`src/rtl/ecc_stat_pkg.sv`:
```
// Package: shared sizes and types for the sticky ECC error status block.
// Assumes at most MAX_DEC decoders and one 32-bit status word.
package ecc_stat_pkg;

    localparam int MAX_DEC = 8;
    localparam int REG_W   = 32;
    localparam int FLAG_W  = 2 * MAX_DEC;
    localparam int SBE_LSB = 0;
    localparam int DBE_LSB = MAX_DEC;

    // Error class index; also selects the flag half in the status word.
    typedef enum logic [0:0] {
        ERR_SINGLE = 1'b0,
        ERR_DOUBLE = 1'b1
    } err_kind_e;

    // One decoder's per-cycle report.
    typedef struct packed {
        logic vld;
        logic first;
        logic sbe;
        logic dbe;
    } dec_rpt_t;

endpackage

```
`src/rtl/ecc_burst_gate.sv`:
```
// Module: per-decoder capture gate.
// For each error class it produces a one-cycle capture pulse on the first
// valid beat of a burst that carries that class. A beat marked as first
// re-arms the gate. Assumes the decoder asserts the first-beat marker only
// together with its beat-valid strobe.
module ecc_burst_gate
    import ecc_stat_pkg::*;
(
    input  logic     clk,
    input  logic     rst_n,
    input  logic     en_i,
    input  dec_rpt_t rpt_i,
    output logic [1:0] cap_o
);

    logic [1:0] err_k;
    logic       new_burst;

    // Route the two error indications by class index.
    always_comb begin
        err_k             = '0;
        err_k[ERR_SINGLE] = rpt_i.sbe;
        err_k[ERR_DOUBLE] = rpt_i.dbe;
    end

    assign new_burst = rpt_i.vld & rpt_i.first;

    for (genvar k = 0; k < 2; k++) begin : g_kind
        logic hit;
        logic seen_q;

        assign hit      = rpt_i.vld & err_k[k] & en_i;
        assign cap_o[k] = hit & (rpt_i.first | ~seen_q);

        // Remember whether this burst already produced a capture of class k.
        always_ff @(posedge clk) begin
            if (!rst_n) begin
                seen_q <= 1'b0;
            end else if (new_burst) begin
                seen_q <= hit;
            end else if (cap_o[k]) begin
                seen_q <= 1'b1;
            end
        end
    end

endmodule

```
`src/rtl/ecc_flag_cell.sv`:
```
// Module: one sticky flag with write-one-to-clear.
// A set request has priority over a clear in the same cycle, so that no
// error report is lost.
module ecc_flag_cell (
    input  logic clk,
    input  logic rst_n,
    input  logic set_i,
    input  logic clr_i,
    output logic flag_o
);

    // Hold, set or clear the flag; the set request wins.
    always_ff @(posedge clk) begin
        if (!rst_n) begin
            flag_o <= 1'b0;
        end else if (set_i) begin
            flag_o <= 1'b1;
        end else if (clr_i) begin
            flag_o <= 1'b0;
        end
    end

endmodule

```
`src/rtl/ecc_reg_port.sv`:
```
// Module: address decode for the status word.
// Builds per-flag clear requests from writes and returns the read data.
// Purely combinational. Assumes a single status address.
module ecc_reg_port
    import ecc_stat_pkg::*;
#(
    parameter int              ADDR_W    = 8,
    parameter logic [ADDR_W-1:0] STAT_ADDR = 8'h84
) (
    input  logic [ADDR_W-1:0] addr_i,
    input  logic              wr_i,
    input  logic [REG_W-1:0]  wdata_i,
    input  logic [FLAG_W-1:0] flags_i,
    output logic [FLAG_W-1:0] clr_o,
    output logic [REG_W-1:0]  rdata_o
);

    localparam int RSV_W = REG_W - FLAG_W;

    logic sel;
    logic unused_wdata_hi;

    assign sel             = (addr_i == STAT_ADDR);
    assign unused_wdata_hi = ^wdata_i[REG_W-1:FLAG_W];

    // Turn a write of ones at the status address into clear requests.
    always_comb begin
        clr_o = '0;
        if (wr_i && sel) begin
            clr_o = wdata_i[FLAG_W-1:0];
        end
    end

    // Return the flag word at the status address, zero elsewhere.
    always_comb begin
        rdata_o = '0;
        if (sel) begin
            rdata_o = {{RSV_W{1'b0}}, flags_i};
        end
    end

endmodule

```
`src/rtl/ecc_err_status.sv`:
```
// Module: top of the sticky ECC error status register.
// Collects single- and double-bit error reports from NUM_DEC decoders,
// one gate per decoder and one flag cell per decoder and class. Positions
// of decoders that are not built are tied to zero.
// Assumes synchronous active-low reset and NUM_DEC in 1..MAX_DEC.
module ecc_err_status
    import ecc_stat_pkg::*;
#(
    parameter int                NUM_DEC   = 8,
    parameter int                ADDR_W    = 8,
    parameter logic [ADDR_W-1:0] STAT_ADDR = 8'h84
) (
    input  logic               clk,
    input  logic               rst_n,
    input  logic               ecc_en,
    input  logic [MAX_DEC-1:0] dec_beat_vld,
    input  logic [MAX_DEC-1:0] dec_first_beat,
    input  logic [MAX_DEC-1:0] dec_single_err,
    input  logic [MAX_DEC-1:0] dec_double_err,
    input  logic [ADDR_W-1:0]  reg_addr,
    input  logic               reg_wr,
    input  logic [REG_W-1:0]   reg_wdata,
    output logic [REG_W-1:0]   reg_rdata
);

    logic [FLAG_W-1:0] flag_vec;
    logic [FLAG_W-1:0] clr_vec;

    for (genvar d = 0; d < MAX_DEC; d++) begin : g_dec
        if (d < NUM_DEC) begin : g_on
            dec_rpt_t   rpt;
            logic [1:0] cap;

            assign rpt = '{vld:   dec_beat_vld[d],
                           first: dec_first_beat[d],
                           sbe:   dec_single_err[d],
                           dbe:   dec_double_err[d]};

            ecc_burst_gate u_gate (
                .clk   (clk),
                .rst_n (rst_n),
                .en_i  (ecc_en),
                .rpt_i (rpt),
                .cap_o (cap)
            );

            ecc_flag_cell u_sbe (
                .clk    (clk),
                .rst_n  (rst_n),
                .set_i  (cap[ERR_SINGLE]),
                .clr_i  (clr_vec[SBE_LSB + d]),
                .flag_o (flag_vec[SBE_LSB + d])
            );

            ecc_flag_cell u_dbe (
                .clk    (clk),
                .rst_n  (rst_n),
                .set_i  (cap[ERR_DOUBLE]),
                .clr_i  (clr_vec[DBE_LSB + d]),
                .flag_o (flag_vec[DBE_LSB + d])
            );
        end else begin : g_off
            logic unused_dec;

            assign unused_dec = ^{dec_beat_vld[d], dec_first_beat[d],
                                  dec_single_err[d], dec_double_err[d],
                                  clr_vec[SBE_LSB + d], clr_vec[DBE_LSB + d]};
            assign flag_vec[SBE_LSB + d] = 1'b0;
            assign flag_vec[DBE_LSB + d] = 1'b0;
        end
    end

    ecc_reg_port #(
        .ADDR_W    (ADDR_W),
        .STAT_ADDR (STAT_ADDR)
    ) u_port (
        .addr_i  (reg_addr),
        .wr_i    (reg_wr),
        .wdata_i (reg_wdata),
        .flags_i (flag_vec),
        .clr_o   (clr_vec),
        .rdata_o (reg_rdata)
    );

endmodule

```
`config.mk`:
```
export PLATFORM = sky130hd
export DESIGN_NAME = ecc_err_status
export DESIGN_NICKNAME = d
export VERILOG_FILES = /design/src/rtl/ecc_stat_pkg.sv /design/src/rtl/ecc_burst_gate.sv /design/src/rtl/ecc_flag_cell.sv /design/src/rtl/ecc_reg_port.sv /design/src/rtl/ecc_err_status.sv
export SDC_FILE = /design/constraint.sdc
export NUM_CORES = 1
export LEC_CHECK = 0
export BUFFER_PORTS_ARGS = -buffer_cell sky130_fd_sc_hd__buf_2
export CELL_PAD_IN_SITES_DETAIL_PLACEMENT = 2
export CELL_PAD_IN_SITES_GLOBAL_PLACEMENT = 2
export CORE_MARGIN = 2
export CORE_UTILIZATION = 24
export DETAILED_ROUTE_END_ITERATION = 10
export PLACE_DENSITY = 0.86
export SYNTH_ARGS = -nofsm -noshare
export SYNTH_HDL_FRONTEND = slang
export SYNTH_SLANG_ARGS = --single-unit
export TNS_END_PERCENT = 1
```
`constraint.sdc`:
```
create_clock -name clk -period 2.2 [get_ports clk]
set_input_delay 0.44 -clock clk [delete_from_list [all_inputs] [get_ports clk]]
set_output_delay 0.44 -clock clk [all_outputs]
set_load 0.05 [all_outputs]
```
==> summary.md <==
| Metric | Value |
|---|---|
| Status | completed |
| I/O Buffers | 75 |
| Leak | 1.02 nW |
| Min Hold Slack | 462 ps |
| Syn_area_per_cell | 8.58 um2 |
| Vias per inst | 4.60 |
| First drt pass iteration count | 3 |
| FP Rows | 30 |
| Chip Width | 87.7 um |
| Largest net degree at the start of global routing | 33 |
| Post-cts sizing count | 0 |
| Sequential area share after synthesis | 38.1% |
| Final Slew Violations | 0 |
| Mapped cell area | 1680 um2 |
| Layout cell share with drive strength beyond 1 | 33.8% |
| First-pass GRT wire length | 8060 um |
| Placed Area | 2130 um2 |
| Total CTS buffers | 5 |
| Worst EP arrival | 1520 ps |
| CP Capture Type | output pin |
| Syn. warnings | 0 |
| Worst Max-Slew Pin Slew | 549 ps |
| Initial antenna violation count | 0 |
| Synth Instances | 196 |
| CP max FO | 17 |
| Critical Path RT | 1760 ps |
| Most frequent cells in the layout | buf_2, dfxtp_1, nand2_1 |
| Max IR drop VDD | 205 uV |
| RSZ-0062 raised after global routing | false |
| Yosys cell types | 18 |
| DP HPWL | 4030 um |
| # fillers | 802 |
| Final ANT Viol Nets | 0 |
| Final setup fails | 0 |
| Hold Buf Count CTS | 0 |
| DIE AREA | 7690 um2 |
| Die Y | 87.7 um |
| Drt drc | 0 |
| Hold Violations, Final | 0 |
| Vias after detailed routing | 1678 |
| Setup TNS | 0 ps |
| Post-CTS setup buffers | 0 |
| Initial DRC count | 38 |
| H-tree depth | 2 |
| Pwr/cell area | 567 nW/um2 |
| Max_slew headroom | 63.4% |
| Gpl congestion | 0.677 |
| Clock transition at path regs | 60 ps |
| Max clock buf depth | 2 |
| Fin crit period | 1960 ps |
| Area Growth Syn to Fin | 30.6% |
| Final nets | 347 |
| Starting density of the core | 24.8% |
| Clock Latency Late Sink | 270 ps |
| CTS root buf | clkbuf_8 |
| Placed cells | 360 |
| Clk_skew | 0.710 ps |
| Core region area | 6790 um2 |
| CTS tree | built |
| Number of diodes | 0 |
| Vias in the first global route | 1789 |
| GRT Total Usage | 13.6% |
| Max cap viols | 0 |
| Commonest non-fill, non-tap cell in the layout | buf_2 |
| Final instance area | 2200 um2 |
| Synthesized flop and latch total | 32 |
| Fmax | 0.511 GHz |
| Final Instance Count excl. Fillers | 365 |
| Startpoint Class | primary input |
| HP Class | reg -> reg |
| Drt total wl | 5180 um |
| Grt total ovfl | 0 |
| CTS sink cnt | 32 |
| Fin crit share | 88.9% |
| Wirelength per Cell | 14.2 um |
| WS Path Type | in -> out |
| Ports | 108 |
[flip-flops by register name, indices dropped and copies added, names as in the netlist]
| register | count |
|---|---|
| g_dec.g_on.u_dbe.flag_o | 8 |
| g_dec.g_on.u_gate.g_kind.seen_q | 16 |
| g_dec.g_on.u_sbe.flag_o | 8 |
[path summary, 6_finish.rpt]
kind	start	endpoint	slack (ps)	cells after the start
worst max-delay path	reg_addr[3]	reg_rdata[1]	240	5
worst min-delay path	g_dec[2].g_on.u_gate.g_kind[0].seen_q$_SDFFE_PN0P_	g_dec[2].g_on.u_gate.g_kind[0].seen_q$_SDFFE_PN0P_	460	2
worst min register to register	g_dec[2].g_on.u_gate.g_kind[0].seen_q$_SDFFE_PN0P_	g_dec[2].g_on.u_gate.g_kind[0].seen_q$_SDFFE_PN0P_	460	2
worst max register to register	g_dec[4].g_on.u_gate.g_kind[0].seen_q$_SDFFE_PN0P_	g_dec[4].g_on.u_sbe.flag_o$_SDFFE_PN0P_	1230	3
[Yosys cell counts]
library cell / n / share of area [%]
conb_1: 1 / 0.22
o21ai_1: 2 / 0.60
dfxtp_1: 32 / 38
nor2b_1: 16 / 6.0
o221a_1: 10 / 6.7
nor2_1: 16 / 3.6
and3_1: 16 / 6.0
nor4b_4: 2 / 2.8
nand2_1: 24 / 5.4
nand3_1: 16 / 4.8
clkbuf_1: 4 / 0.89
buf_2: 3 / 0.89
buf_4: 16 / 7.1
o221a_2: 6 / 4.0
buf_6: 1 / 0.67
a21boi_0: 16 / 7.1
o21ai_0: 14 / 4.2
nand3_4: 1 / 1.0
[stage by stage]
stage                     worst slack (ps)  power, W  utilization [%]
after floorplan                        221  0.000791                -
after global placement                 246  0.000851             31.3
after detailed placement               224  0.000863             31.3
after CTS                              214   0.00127             32.3
after global routing                   177   0.00131             32.3
final                                  245   0.00124             32.3
[final cells by class]
type / instances / area [um2] / share of cell area [%]
Multi-Input combinational cell: 155 / 936 / 42.6
Sequential cell: 32 / 641 / 29.2
Timing Repair Buffer: 77 / 430 / 19.6
Tap cell: 96 / 120 / 5.47
Clock buffer: 5 / 68.8 / 3.13
[report_power, final]
| part | total (W) | internal (W) | switching, W | leakage, nW |
|---|---|---|---|---|
| combinational | 0.000224 | 0.0000838 | 0.000140 | 0.725 |
| sequential | 0.000622 | 0.000609 | 0.0000136 | 0.262 |
| clock | 0.000398 | 0.000203 | 0.000195 | 0.0359 |
| total | 0.00124 | 0.000896 | 0.000349 | 1.02 |
[layer usage]
metal	share of wire [%]	GRT usage [%]	up-vias
li1	-	-	821
met4	1.2	3.78	0
met1	40	14.0	795
met2	53	26.8	56
met5	0	0	-
met3	5.5	3.30	6
[worst max-delay path: stages]
cell and delay, ps:
buf_2 110, nor4b_4 330, buf_12 190, and3_1 170, buf_2 260
[cell families (layout without fill, tap and decap cells)]
group / Yosys count / count (layout) / synth area share [%]
simple gates: 91 / 91 / 29.5
compound gates: 48 / 48 / 22.6
flops: 32 / 32 / 38.1
buf+inv: 24 / 82 / 9.60
other cells: 1 / 16 / 0.223
Note: power is estimated with default switching activity, not from simulation.
